[config.mk]
export PLATFORM = sky130hd
export DESIGN_NAME = dac_unit
export DESIGN_NICKNAME = d
export VERILOG_FILES = /design/src/rtl/dac_pkg.sv /design/src/rtl/dac_lane.sv /design/src/rtl/dac_pair_combine.sv /design/src/rtl/dac_pend_track.sv /design/src/rtl/dac_unit.sv
export SDC_FILE = /design/constraint.sdc
export NUM_CORES = 1
export LEC_CHECK = 0
export CAP_MARGIN = 10
export CORE_MARGIN = 1
export CORE_UTILIZATION = 35
export DETAILED_ROUTE_END_ITERATION = 7
export PLACE_DENSITY = 0.84
export RECOVER_POWER = 100
export SLEW_MARGIN = 30
export SYNTH_ARGS = -nofsm -noshare
export SYNTH_HDL_FRONTEND = slang
export SYNTH_SLANG_ARGS = --single-unit
export TNS_END_PERCENT = 20
[constraint.sdc]
create_clock -name clk -period 1.33 [get_ports clk]
set_clock_uncertainty 0.2 [all_clocks]
set_input_delay 0.133 -clock clk [delete_from_list [all_inputs] [get_ports clk]]
set_output_delay 0.133 -clock clk [all_outputs]
set_load 0.02 [all_outputs]
[src/rtl/dac_pkg.sv]
`timescale 1ns/1ps
package dac_pkg;
   typedef enum logic [1:0] {
      CMP_EXACT   = 2'd0,
      CMP_MASKED  = 2'd1,
      CMP_INSIDE  = 2'd2,
      CMP_OUTSIDE = 2'd3
   } cmp_mode_e;

   // bit 0 load, 1 store, 2 user, 3 supervisor, 4 space 0, 5 space 1
   typedef struct packed {
      logic sp1;
      logic sp0;
      logic sup;
      logic usr;
      logic st;
      logic ld;
   } acc_qual_t;

   localparam int QUAL_W  = $bits(acc_qual_t);
   localparam int NUM_CMP = 2;
endpackage

[src/rtl/dac_lane.sv]
`timescale 1ns/1ps
module dac_lane #(
   parameter int ADDR_W = 32
) (
   input  logic [ADDR_W-1:0]  acc_addr,
   input  logic [ADDR_W-1:0]  cmp_val,
   input  dac_pkg::acc_qual_t qual,
   input  logic               acc_store,
   input  logic               acc_super,
   input  logic               acc_space,
   output logic               qual_ok,
   output logic               addr_eq,
   output logic               addr_ge
);
   logic kind_ok, priv_ok, space_ok;

   always_comb begin
      kind_ok  = acc_store ? qual.st  : qual.ld;
      priv_ok  = acc_super ? qual.sup : qual.usr;
      space_ok = acc_space ? qual.sp1 : qual.sp0;
      qual_ok  = kind_ok && priv_ok && space_ok;
      addr_eq  = (acc_addr == cmp_val);
      addr_ge  = (acc_addr >= cmp_val);
   end

   // equality must imply the lower-bound comparison used by range modes
   always_comb begin
      assert_eq_implies_ge_R5 : assert (!addr_eq || addr_ge);
   end
endmodule

[src/rtl/dac_pair_combine.sv]
`timescale 1ns/1ps
module dac_pair_combine #(
   parameter int ADDR_W    = 32,
   parameter bit HAS_MASK  = 1'b1,
   parameter bit HAS_RANGE = 1'b1
) (
   input  dac_pkg::cmp_mode_e mode,
   input  logic [ADDR_W-1:0]  acc_addr,
   input  logic [ADDR_W-1:0]  val_a,
   input  logic [ADDR_W-1:0]  val_b,
   input  logic [1:0]         qual_ok,
   input  logic [1:0]         addr_eq,
   input  logic [1:0]         addr_ge,
   output logic [1:0]         hit
);
   import dac_pkg::*;

   logic mask_hit;
   logic in_hit;
   logic out_hit;

   generate
      if (HAS_MASK) begin : g_mask
         assign mask_hit = ~|((acc_addr ^ val_a) & val_b);
      end else begin : g_nomask
         assign mask_hit = 1'b0;
      end

      if (HAS_RANGE) begin : g_range
         assign in_hit  = addr_ge[0] & ~addr_ge[1];
         assign out_hit = ~in_hit;
      end else begin : g_norange
         assign in_hit  = 1'b0;
         assign out_hit = 1'b0;
      end
   endgenerate

   always_comb begin
      unique case (mode)
         CMP_EXACT:   hit = qual_ok & addr_eq;
         CMP_MASKED:  hit = {2{qual_ok[0] & mask_hit}};
         CMP_INSIDE:  hit = {2{qual_ok[0] & in_hit}};
         CMP_OUTSIDE: hit = {2{qual_ok[0] & out_hit}};
         default:     hit = 2'b00;
      endcase
   end

   // paired modes always flag both comparators together
   always_comb begin
      if (mode != CMP_EXACT)
         assert_pair_both_R4 : assert (hit == 2'b00 || hit == 2'b11);
   end
endmodule

[src/rtl/dac_pend_track.sv]
`timescale 1ns/1ps
module dac_pend_track #(
   parameter int LANES = 2
) (
   input  logic             clk,
   input  logic             rst_n,
   input  logic [LANES-1:0] hit_now,
   input  logic             ins_complete,
   input  logic             ins_dsi,
   input  logic             ins_flush,
   input  logic             ins_intr_abort,
   input  logic             stat_clr,
   output logic [LANES-1:0] pend_bits,
   output logic [LANES-1:0] stat_hit,
   output logic             stat_imprecise,
   output logic             evt_valid,
   output logic             evt_precise
);
   logic [LANES-1:0] pend_q;
   logic [LANES-1:0] gathered;
   logic             drop;
   logic             report;
   logic             any_hit;

   always_comb begin
      gathered = pend_q | hit_now;
      any_hit  = |gathered;
      drop     = ins_flush | ins_intr_abort;
      report   = (ins_complete | ins_dsi) & ~drop;
   end

   always_ff @(posedge clk or negedge rst_n) begin
      if (!rst_n) begin
         pend_q         <= '0;
         stat_hit       <= '0;
         stat_imprecise <= 1'b0;
         evt_valid      <= 1'b0;
         evt_precise    <= 1'b0;
      end else begin
         pend_q         <= (drop | report) ? '0 : gathered;
         stat_hit       <= (stat_clr ? '0 : stat_hit) | (report ? gathered : '0);
         stat_imprecise <= (stat_clr ? 1'b0 : stat_imprecise) | (report & ins_dsi & any_hit);
         evt_valid      <= report & any_hit;
         evt_precise    <= report & any_hit & ~ins_dsi;
      end
   end

   assign pend_bits = pend_q;

   assert_evt_has_status_R6 : assert property (@(posedge clk) disable iff (!rst_n)
      evt_valid |-> (stat_hit != '0));

   assert_evt_needs_end_R12 : assert property (@(posedge clk) disable iff (!rst_n)
      evt_valid |-> $past(ins_complete || ins_dsi));

   assert_imprecise_flag_R7 : assert property (@(posedge clk) disable iff (!rst_n)
      (evt_valid && !evt_precise) |-> stat_imprecise);

   assert_drop_silent_R10 : assert property (@(posedge clk) disable iff (!rst_n)
      (ins_flush || ins_intr_abort) |=> (!evt_valid && pend_bits == '0));

   assert_sticky_imp_R11 : assert property (@(posedge clk) disable iff (!rst_n)
      $fell(stat_imprecise) |-> $past(stat_clr));

   assert_sticky_hit_R11 : assert property (@(posedge clk) disable iff (!rst_n)
      ((stat_hit & ~$past(stat_hit)) == '0 && !$past(stat_clr)) |-> (stat_hit == $past(stat_hit)));
endmodule

[src/rtl/dac_unit.sv]
`timescale 1ns/1ps
module dac_unit #(
   parameter int ADDR_W    = 32,
   parameter bit HAS_MASK  = 1'b1,
   parameter bit HAS_RANGE = 1'b1
) (
   input  logic              clk,
   input  logic              rst_n,
   input  logic [1:0]        cmp_mode,
   input  logic [ADDR_W-1:0] cmp_val_a,
   input  logic [ADDR_W-1:0] cmp_val_b,
   input  logic [5:0]        cmp_qual_a,
   input  logic [5:0]        cmp_qual_b,
   input  logic              dbg_global_en,
   input  logic              acc_valid,
   input  logic [ADDR_W-1:0] acc_addr,
   input  logic              acc_store,
   input  logic              acc_super,
   input  logic              acc_space,
   input  logic              acc_second_half,
   input  logic              ins_complete,
   input  logic              ins_dsi,
   input  logic              ins_flush,
   input  logic              ins_intr_abort,
   input  logic              stat_clr,
   output logic [1:0]        stat_hit,
   output logic              stat_imprecise,
   output logic              evt_valid,
   output logic              evt_precise,
   output logic              dbg_irq
);
   import dac_pkg::*;

   generate
      if (ADDR_W < 8 || ADDR_W > 64) begin : g_bad_width
         $error("dac_unit: ADDR_W must lie in 8..64");
      end
      if (QUAL_W != 6) begin : g_bad_qual
         $error("dac_unit: qualifier word must be 6 bits");
      end
   endgenerate

   logic [ADDR_W-1:0] val_arr  [NUM_CMP];
   acc_qual_t         qual_arr [NUM_CMP];
   logic [NUM_CMP-1:0] lane_ok, lane_eq, lane_ge;
   logic [NUM_CMP-1:0] raw_hit, hit_now, pend_bits;
   cmp_mode_e          mode;

   assign val_arr[0]  = cmp_val_a;
   assign val_arr[1]  = cmp_val_b;
   assign qual_arr[0] = acc_qual_t'(cmp_qual_a);
   assign qual_arr[1] = acc_qual_t'(cmp_qual_b);
   assign mode        = cmp_mode_e'(cmp_mode);

   generate
      for (genvar i = 0; i < NUM_CMP; i++) begin : g_lane
         dac_lane #(.ADDR_W(ADDR_W)) u_lane (
            .acc_addr  (acc_addr),
            .cmp_val   (val_arr[i]),
            .qual      (qual_arr[i]),
            .acc_store (acc_store),
            .acc_super (acc_super),
            .acc_space (acc_space),
            .qual_ok   (lane_ok[i]),
            .addr_eq   (lane_eq[i]),
            .addr_ge   (lane_ge[i])
         );
      end
   endgenerate

   dac_pair_combine #(
      .ADDR_W    (ADDR_W),
      .HAS_MASK  (HAS_MASK),
      .HAS_RANGE (HAS_RANGE)
   ) u_combine (
      .mode     (mode),
      .acc_addr (acc_addr),
      .val_a    (cmp_val_a),
      .val_b    (cmp_val_b),
      .qual_ok  (lane_ok),
      .addr_eq  (lane_eq),
      .addr_ge  (lane_ge),
      .hit      (raw_hit)
   );

   // the second transfer of a split access never takes part
   assign hit_now = (acc_valid && !acc_second_half) ? raw_hit : '0;

   dac_pend_track #(.LANES(NUM_CMP)) u_track (
      .clk            (clk),
      .rst_n          (rst_n),
      .hit_now        (hit_now),
      .ins_complete   (ins_complete),
      .ins_dsi        (ins_dsi),
      .ins_flush      (ins_flush),
      .ins_intr_abort (ins_intr_abort),
      .stat_clr       (stat_clr),
      .pend_bits      (pend_bits),
      .stat_hit       (stat_hit),
      .stat_imprecise (stat_imprecise),
      .evt_valid      (evt_valid),
      .evt_precise    (evt_precise)
   );

   assign dbg_irq = evt_valid & dbg_global_en;

   assert_split_no_pend_R9 : assert property (@(posedge clk) disable iff (!rst_n)
      (acc_valid && acc_second_half && !ins_complete && !ins_dsi && !ins_flush && !ins_intr_abort)
      |=> (pend_bits == $past(pend_bits)));

   assert_pend_until_end_R6 : assert property (@(posedge clk) disable iff (!rst_n)
      (!ins_complete && !ins_dsi && !stat_clr) |=> (stat_hit == $past(stat_hit)));
endmodule

==> results of run 1 <==
[worst max-delay path, cell delays in order]
cell	delay, ps
clkbuf_2	110
inv_2	50
ha_4	260
nand4_1	250
a2111oi_4	550
o41ai_4	120
a211oi_4	320
mux2i_1	310
and3_4	260
nor3_2	40
[stage by stage]
| step | setup TNS (ps) | util |
|---|---|---|
| global placement | -11800 | 0.7182 |
| CTS | -6605 | 0.8512 |
| finish | -8169 | 0.8722 |
| floorplan | -5287 | - |
| global route | -8075 | 0.8722 |
| detailed placement | -11730 | 0.7182 |
[kinds of logic (layout without fill, tap and decap cells)]
family | after synthesis | after routing | share of synthesized area
simple gates | 78 | 78 | 0.1943
compound gates | 74 | 74 | 0.2266
buf+inv | 68 | 313 | 0.1136
fa+ha+maj | 64 | 64 | 0.3563
mux | 7 | 7 | 0.03118
flops | 7 | 7 | 0.07795
[per-layer routing]
layer / GRT usage / up-vias / share of wire
met2: 0.6926 / 333 / 0.48
met1: 0.3905 / 1700 / 0.33
met3: 0.09231 / 128 / 0.11
met5: 0 / - / 0
li1: - / 1577 / -
met4: 0.2140 / 0 / 0.079
[what timing repair did]
item                                   in CTS  in global routing
endpoints found under the hold margin       7                  0
setup endpoints to repair                  13                  7
hold buffers                                1                  0
buffers inserted                           23                 13
pin swaps                                  99                 45
gates resized for setup                   375                 97
[final cells by class]
class	count	area (µm²)	share of cell area
multi-input cells	223	2818	0.5330
repair buffers	241	1892	0.3579
inverters	68	262.8	0.04970
flip-flops and latches	7	175.2	0.03314
well taps	75	93.84	0.01775
clock buffers	4	45.04	0.008521
[Yosys cell counts, drive strengths merged, types with 3 or more instances]
master and count:
a21o 7, nor4 4, o22ai 13, a21oi 27, nand4 15, o21ai 8
nor2 12, nand2b 8, nand3 9, mux2i 7, inv 68, a2111oi 3
and3 3, nor3 8, ha 64, nand2 13, dfrtp 7
[where the power goes]
part	total [mW]	switching (mW)	internal [mW]
Clock	0.311	0.102	0.208
Combinational	1.89	0.872	1.02
Sequential	0.219	0.00181	0.217
Total	2.42	0.977	1.44
[worst paths after layout]
check                                       startpoint  slack [ps]                      to
max in group asynchronous                        rst_n         110     u_track.stat_hit[0]
min in group asynchronous                        rst_n         570       u_track.evt_valid
worst min register to register  u_track.stat_imprecise         310  u_track.stat_imprecise
worst min-delay path            u_track.stat_imprecise         310  u_track.stat_imprecise
worst max-delay path                      cmp_val_a[7]       -1180     u_track.evt_precise
worst max register to register    u_track.pend_bits[0]         190     u_track.stat_hit[0]
[registers in the layout (all words and copies together), names as in the netlist]
name / flops
u_track.evt_precise: 1
u_track.pend_bits: 2
u_track.evt_valid: 1
u_track.stat_imprecise: 1
u_track.stat_hit: 2
==> out/qor.yml, run 1 <==
clock_tree:
  clock_sinks: 7
  cts-buffers-inserted: 3
  path_clk_slew_ps: 40
  htreeDepth: 1
  cts_tree: "yes"
  cts_root_buf: "clkbuf_8"
  cts_max_path_buffers: 2
  clkLatencyLatePin_ps: 230
route:
  num_vias: 3738
  antenna_left: 0
  drt-total-wl_um: 14290
  viasPerCell: 6.049
  wl_per_cell_um: 23.12
  dr.pass1.iters: 7
  drtIter0Drc: 271
  drc: 0
critical_path:
  cp-start-kind: "input port"
  path_class: "input port to flip-flop"
  critPathMaxFanout: 3
  cp-end-kind: "flip-flop"
  cp_data_required_time_ps: 1240
  worstPathArrival_ps: 2420
  r2r_cells: 3
layout:
  fill_cells: 278
  stdcell_area_mm2: 0.005286
  layout-drive-gt1-share: 0.6464
  final_cell_mix: "buf_4, ha_4, inv_2, buf_2, clkbuf_2"
  finalNetCount: 731
  syn2layout_area_growth_pct: 135.2
  diodes: 0
  final_common_cell: "buf_4"
  stdcell_count: 618
synthesis:
  ys.flop_type: "dfrtp_1"
  synthArstFlopShare: 1.000
  synth.distinct_cells: 41
  syn_avg_cell_area_um2: 7.541
  synth_top_area_cell: "ha_1"
  synthDominantCellAreaShare: 0.3563
  netlist_area_mm2: 0.002247
  synth-edff-count: 0
  ys_warn_count: 0
  netlist_instances: 298
  synth_seq_cells: 7
  syn-num-nets: 485
  ys_seq_area_frac: 0.07795
  synth_area_leaders: "ha_1, inv_1, dfrtp_1, a21oi_1, nand4_1"
placement:
  dp_hpwl_um: 7616
  post-place-ws_ps: -1646
  portBuffers: 128
  finalWeightedCongestion: 0.8533
  dpl.cell_count: 577
  placed_area_mm2: 0.004353
timing:
  fin_crit_sh: 1.887
  slew_headroom: 0.6641
  hold_viol: 0
  rsz0062_at_grt: "yes"
  setup_ws_ps: -1180
  hold-worst-slack_ps: 305.2
  slew_violations: 0
  period_needed_ps: 2510
  max_freq_mhz: 398.4
  worst_slew_pin_slew_ps: 491.1
  finalSetupViolations: 7
floorplan:
  die-width_um: 82.13
  core_mm2: 0.006061
  io_pins: 129
  die-area_mm2: 0.006745
  initial_core_util: 0.3708
  rows: 28
  die_h_um: 82.13
grt:
  antenna_found_initial: 0
  grt_max_degree: 8
  grt_pass1_wl_um: 18860
  grt_usage: 0.3782
  first_global_vias: 3892
  grt.overflow.total: 0
status:
  status: "complete, but fails checks"
  violations: "negative setup slack"
power:
  power-per-cell-area_mw_per_mm2: 458.0
  vdd_ir_drop_max_v: 0.0005304
  p_leak_nw: 2.458
  power_mw: 2.421
min_path:
  hold_path_depth: 1
  min_path_type: "flip-flop to flip-flop"
flow_run:
  cap_violations: 0
Note: power is estimated with default switching activity, not from simulation.
==> run 2: changes to the inputs <==
Settings changed: CELL_PAD_IN_SITES_DETAIL_PLACEMENT from default to 1, CELL_PAD_IN_SITES_GLOBAL_PLACEMENT from default to 2, CORE_UTILIZATION 35 to 20, PLACE_DENSITY 0.84 to 0.91.
==> run 2 against run 1 <==
  * The run still ends with negative setup slack left
  * Sequential share of layout area shrank 0.053 points
  * Final cell count grew 10%
  * Cell area grew 1.6%
  * Sequential power is essentially flat
  * Routed wire length shrank 6.3%
  * Clock power shrank 5%
  * Power shrank 2.3%
  * Register-to-register slack gained 40 ps
  * Die area grew 73%
  * Highest routed layer unchanged
  * Global-route usage shrank 17 points
==> out/qor.yml, run 2 (synthesis gave the netlist of run 1 again) <==
timing:
  max_freq_mhz: 423.4
  setup_ws_ps: -1032
  finalSetupViolations: 7
  slew_headroom: 0.6411
  hold_viol: 0
  period_needed_ps: 2362
  hold-worst-slack_ps: 303.6
  fin_crit_sh: 1.776
  worst_slew_pin_slew_ps: 532.7
  slew_violations: 0
  rsz0062_at_grt: "yes"
placement:
  dp_hpwl_um: 8958
  portBuffers: 128
  finalWeightedCongestion: 0.8378
  post-place-ws_ps: -1722
  dpl.cell_count: 647
layout:
  stdcell_count: 682
  diodes: 0
  fin_util: 0.4935
  finalNetCount: 730
  syn2layout_area_growth_pct: 139.1
  final_cell_mix: "buf_4, ha_4, inv_2, clkbuf_2"
  layout-drive-gt1-share: 0.6716
  final_common_cell: "buf_4"
critical_path:
  rr_endpoint: "u_track.stat_hit[1]"
  worstSetupPathDepth: 11
  path_class: "input port to flip-flop"
  worstPathArrival_ps: 2250
  cp-start-kind: "input port"
  critPathBufInv: 3
  critPathMaxFanout: 3
  slowest_stage: "a211oi_4"
  ff2ff_setup_slack_ps: 230
  cp-end-kind: "flip-flop"
  path_common_cell: "nor3_4"
  endpoint: "u_track.evt_precise"
  cp_top_family: "simple AND/OR/NAND/NOR gates"
  r2r_cells: 3
  r2r-start: "u_track.pend_bits[1]"
  path_cells: "clkdlybuf4s15_1 -> inv_1 -> ha_4 -> nand4_1 -> nor3_4 -> buf_6 -> a2111oi_4 -> a211oi_4 -> mux2i_2 -> and3_4 -> nor3_4"
  crit_path_max_incr_delay_ps: 330
  crit_start: "cmp_val_a[20]"
  cp_data_required_time_ps: 1220
grt:
  grt_max_degree: 8
  globalRouteMet3Util: 0.02773
  grtUsageMet2: 0.4131
  grt_use_met1: 0.2297
  first_global_vias: 3825
  grt_usage: 0.2131
  grt-busiest-layer: "met2"
  grt_pass1_wl_um: 19260
  grt.overflow.total: 0
  antenna_found_initial: 0
min_path:
  min_path_type: "flip-flop to flip-flop"
floorplan:
  io_pins: 129
  core_mm2: 0.01089
  die-width_um: 108
  initial_core_util: 0.2064
  rows: 38
  die_h_um: 108
  die-area_mm2: 0.01166
route:
  antenna_left: 0
  dr.pass1.iters: 6
  viasPerCell: 4.836
  drtIter0Drc: 82
  num_vias: 3298
  drc: 0
  drt-total-wl_um: 13390
  wl_per_cell_um: 19.64
power:
  pwr-share-comb: 0.782
  power_frac_clock: 0.125
  p_leak_nw: 2.464
  p_int_mw: 1.431
  vdd_ir_drop_max_v: 0.0005618
  seq_power_share: 0.092
  power_switching_mw: 0.9338
  switching_share: 0.3949
  power-per-cell-area_mw_per_mm2: 440.1
  power_mw: 2.365
clock_tree:
  htreeDepth: 1
  cts-buffers-inserted: 3
  clkLatencyLatePin_ps: 220
  path_clk_slew_ps: 40
  cts_tree: "yes"
  clock_sinks: 7
  cts_max_path_buffers: 2
  cts_root_buf: "clkbuf_8"
flow_run:
  cap_violations: 0
status:
  violations: "negative setup slack"
  status: "complete, but fails checks"
run 2: power groups by stage:
stage	combinational (mW)	sequential, mW	clock (mW)
3_5_place_dp	1.37	0.222	0
2_1_floorplan	0.526	0.224	0
5_1_grt	1.96	0.219	0.313
6_report	1.85	0.219	0.297
4_1_cts	1.65	0.219	0.301
3_3_place_gp	1.32	0.221	0
run 2: final cells by class:
type	count	area, µm²
clock buffer	4	45.04
fill	1263	5515
inverter	68	267.8
multi-input combinational	223	2874
sequential	7	175.2
tap	140	175.2
timing repair buffer	240	1836
run 2: worst min-delay path by stage:
stage	from	endpoint	slack [ps]	depth (start not counted)
final	u_track.stat_imprecise	u_track.stat_imprecise	300	1
after global placement	rst_n	u_track.stat_hit[0]	200	1
after detailed placement	rst_n	u_track.evt_precise	220	1
after global routing	u_track.stat_imprecise	u_track.stat_imprecise	340	1
after CTS	u_track.stat_imprecise	u_track.stat_imprecise	310	1
after floorplan	rst_n	u_track.evt_precise	-360	0
run 2: routing by layer:
metal  part of all wire  up-vias
met5                  0        -
met4              0.043        0
met1               0.38     1567
met3              0.053       39
met2               0.53      121
li1                   -     1571
run 2: repair_timing:
item / CTS / global route
hold endpoints to repair: 7 / 0
pin swaps: 101 / 60
setup buffers: 19 / 12
hold buffers: 1 / 0
gates resized for setup: 370 / 117
setup endpoints to repair: 13 / 7
run 2: stage by stage:
step,TNS (ps),cell area (µm²)
3_3_place_gp,-12340,4472
4_1_cts,-6881,5315
5_1_grt,-7267,5373
6_report,-7056,5373
2_1_floorplan,-5287,2407
3_5_place_dp,-12200,4472
==> run 3: changes to the inputs <==
Settings changed: CTS_CLUSTER_SIZE from default to 20.
Clock period 1.33 ns to 2.5 ns, I/O delays scaled along.
==> run 3 against run 2 <==
  * Via count grew 3.9%
  * Critical path type unchanged
  * Combinational power decreased by 46%
  * Count of clock-buffer cells in the layout did not move
  * Highest routed layer unchanged
  * Register-to-register slack gained 1100 ps
  * The run still ends with negative setup slack left
==> out/qor.yml, run 3 (synthesis gave the netlist of run 1 again) <==
clock_tree:
  cts_tree: "yes"
  clock_sinks: 7
  htreeDepth: 1
  path_clk_slew_ps: 40
  cts_max_path_buffers: 2
  cts_root_buf: "clkbuf_8"
  cts-buffers-inserted: 3
  clkLatencyLatePin_ps: 230
grt:
  antenna_found_initial: 0
  grt_pass1_wl_um: 20840
  grt_max_degree: 8
  first_global_vias: 3979
  grt_usage: 0.2385
  grt.overflow.total: 0
critical_path:
  rr_endpoint: "u_track.stat_hit[0]"
  slowest_stage: "a2111oi_4"
  path_cells: "buf_6 -> ha_4 -> nand4_1 -> a2111oi_4 -> buf_4 -> o41ai_4 -> a211oi_4 -> mux2i_2 -> nand2_1 -> a22o_1"
  cp-start-kind: "input port"
  worstPathArrival_ps: 2520
  critPathMaxFanout: 3
  cp_data_required_time_ps: 2410
  cp-end-kind: "flip-flop"
  ff2ff_setup_slack_ps: 1360
  r2r-start: "u_track.pend_bits[0]"
  cp_top_family: "compound AO/OA/AOI/OAI gates"
  critPathBufInv: 2
  path_class: "input port to flip-flop"
  r2r_cells: 3
  crit_path_max_incr_delay_ps: 390
timing:
  slew_headroom: 0.6870
  max_freq_mhz: 383.5
  setup_ws_ps: -107.8
  fin_crit_sh: 1.043
  finalSetupViolations: 7
  hold-worst-slack_ps: 151.0
  period_needed_ps: 2608
  worst_slew_pin_slew_ps: 457.6
  slew_violations: 0
  hold_viol: 0
  rsz0062_at_grt: "yes"
layout:
  final_cell_mix: "buf_4, inv_2, ha_4, dlygate4sd2_1, clkdlybuf4s50_1"
  final_common_cell: "buf_4"
  layout-drive-gt1-share: 0.6302
  finalNetCount: 737
  diodes: 0
  syn2layout_area_growth_pct: 144.9
  stdcell_area_mm2: 0.005504
  fin_util: 0.5055
floorplan:
  core_mm2: 0.01089
  die-width_um: 108
  io_pins: 129
  rows: 38
  die_h_um: 108
  initial_core_util: 0.2064
  die-area_mm2: 0.01166
status:
  violations: "negative setup slack"
  status: "complete, but fails checks"
power:
  p_leak_nw: 2.489
  power_mw: 1.279
  vdd_ir_drop_max_v: 0.0001825
  power-per-cell-area_mw_per_mm2: 232.3
placement:
  finalWeightedCongestion: 0.8396
  post-place-ws_ps: -854.3
  dp_hpwl_um: 9123
  placed_area_mm2: 0.004357
  portBuffers: 128
route:
  dr.pass1.iters: 4
  drt-total-wl_um: 14220
  viasPerCell: 4.972
  drtIter0Drc: 92
  antenna_left: 0
  num_vias: 3426
  wl_per_cell_um: 20.64
  drc: 0
flow_run:
  cap_violations: 0
min_path:
  min_path_type: "input port to asynchronous set/reset pin"
run 3: cell count changes in the layout (fill, tap and decap cells not counted), sizes merged:
cell	delta
dlygate4sd3	+5
clkbuf	-21
clkdlybuf4s15	+8
dlygate4sd2	+15
run 3: metrics by stage:
step           TNS (ps)  std cells
4_1_cts          -11.81        681
3_3_place_gp      -4592        653
2_1_floorplan         0        298
3_5_place_dp      -5773        653
5_1_grt           -1455        689
6_report         -523.2        689
run 3: how the worst max path moves through the flow:
stage	startpoint	to	slack (ps)	depth (start not counted)
3_3_place_gp	cmp_val_b[30]	u_track.evt_valid	-680	11
6_report	acc_addr[5]	u_track.stat_hit[1]	-110	10
5_1_grt	acc_addr[5]	u_track.stat_hit[1]	-250	10
2_1_floorplan	cmp_val_b[30]	u_track.evt_valid	50	10
4_1_cts	acc_addr[24]	u_track.stat_hit[1]	-7	10
3_5_place_dp	cmp_val_a[5]	u_track.stat_hit[1]	-850	11
run 3: report_power, final:
part | total (mW) | leakage, nW | internal (mW) | switching (mW)
Sequential | 0.116 | 0.0974 | 0.115 | 0.000952
Combinational | 0.998 | 2.37 | 0.542 | 0.456
Clock | 0.165 | 0.0228 | 0.111 | 0.0540
Total | 1.28 | 2.49 | 0.768 | 0.511
run 3: timing repair:
action                     in CTS  in global routing
hold buffers                    0                  0
setup endpoints to repair       7                  7
pin swaps                      97                 38
gates cloned                    0                  0
setup buffers                  25                  8
gates resized for setup       374                 74
run 3: routing by layer:
layer / part of all wire / wire [µm] / global-route usage / vias to the layer above
met5: 0 / 0 / 0 / -
met4: 0.045 / 640 / 0.1243 / 0
met3: 0.058 / 825 / 0.04219 / 50
met2: 0.54 / 7640 / 0.4613 / 167
met1: 0.36 / 5113 / 0.2407 / 1623
li1: - / - / - / 1586
run 3: area by class of cell:
type,instances,area (µm²)
Timing Repair Buffer,247,1979
Multi-Input combinational cell,223,2874
Fill cell,1237,5384
Sequential cell,7,175.2
Inverter,68,255.2
Tap cell,140,175.2
Clock buffer,4,45.04
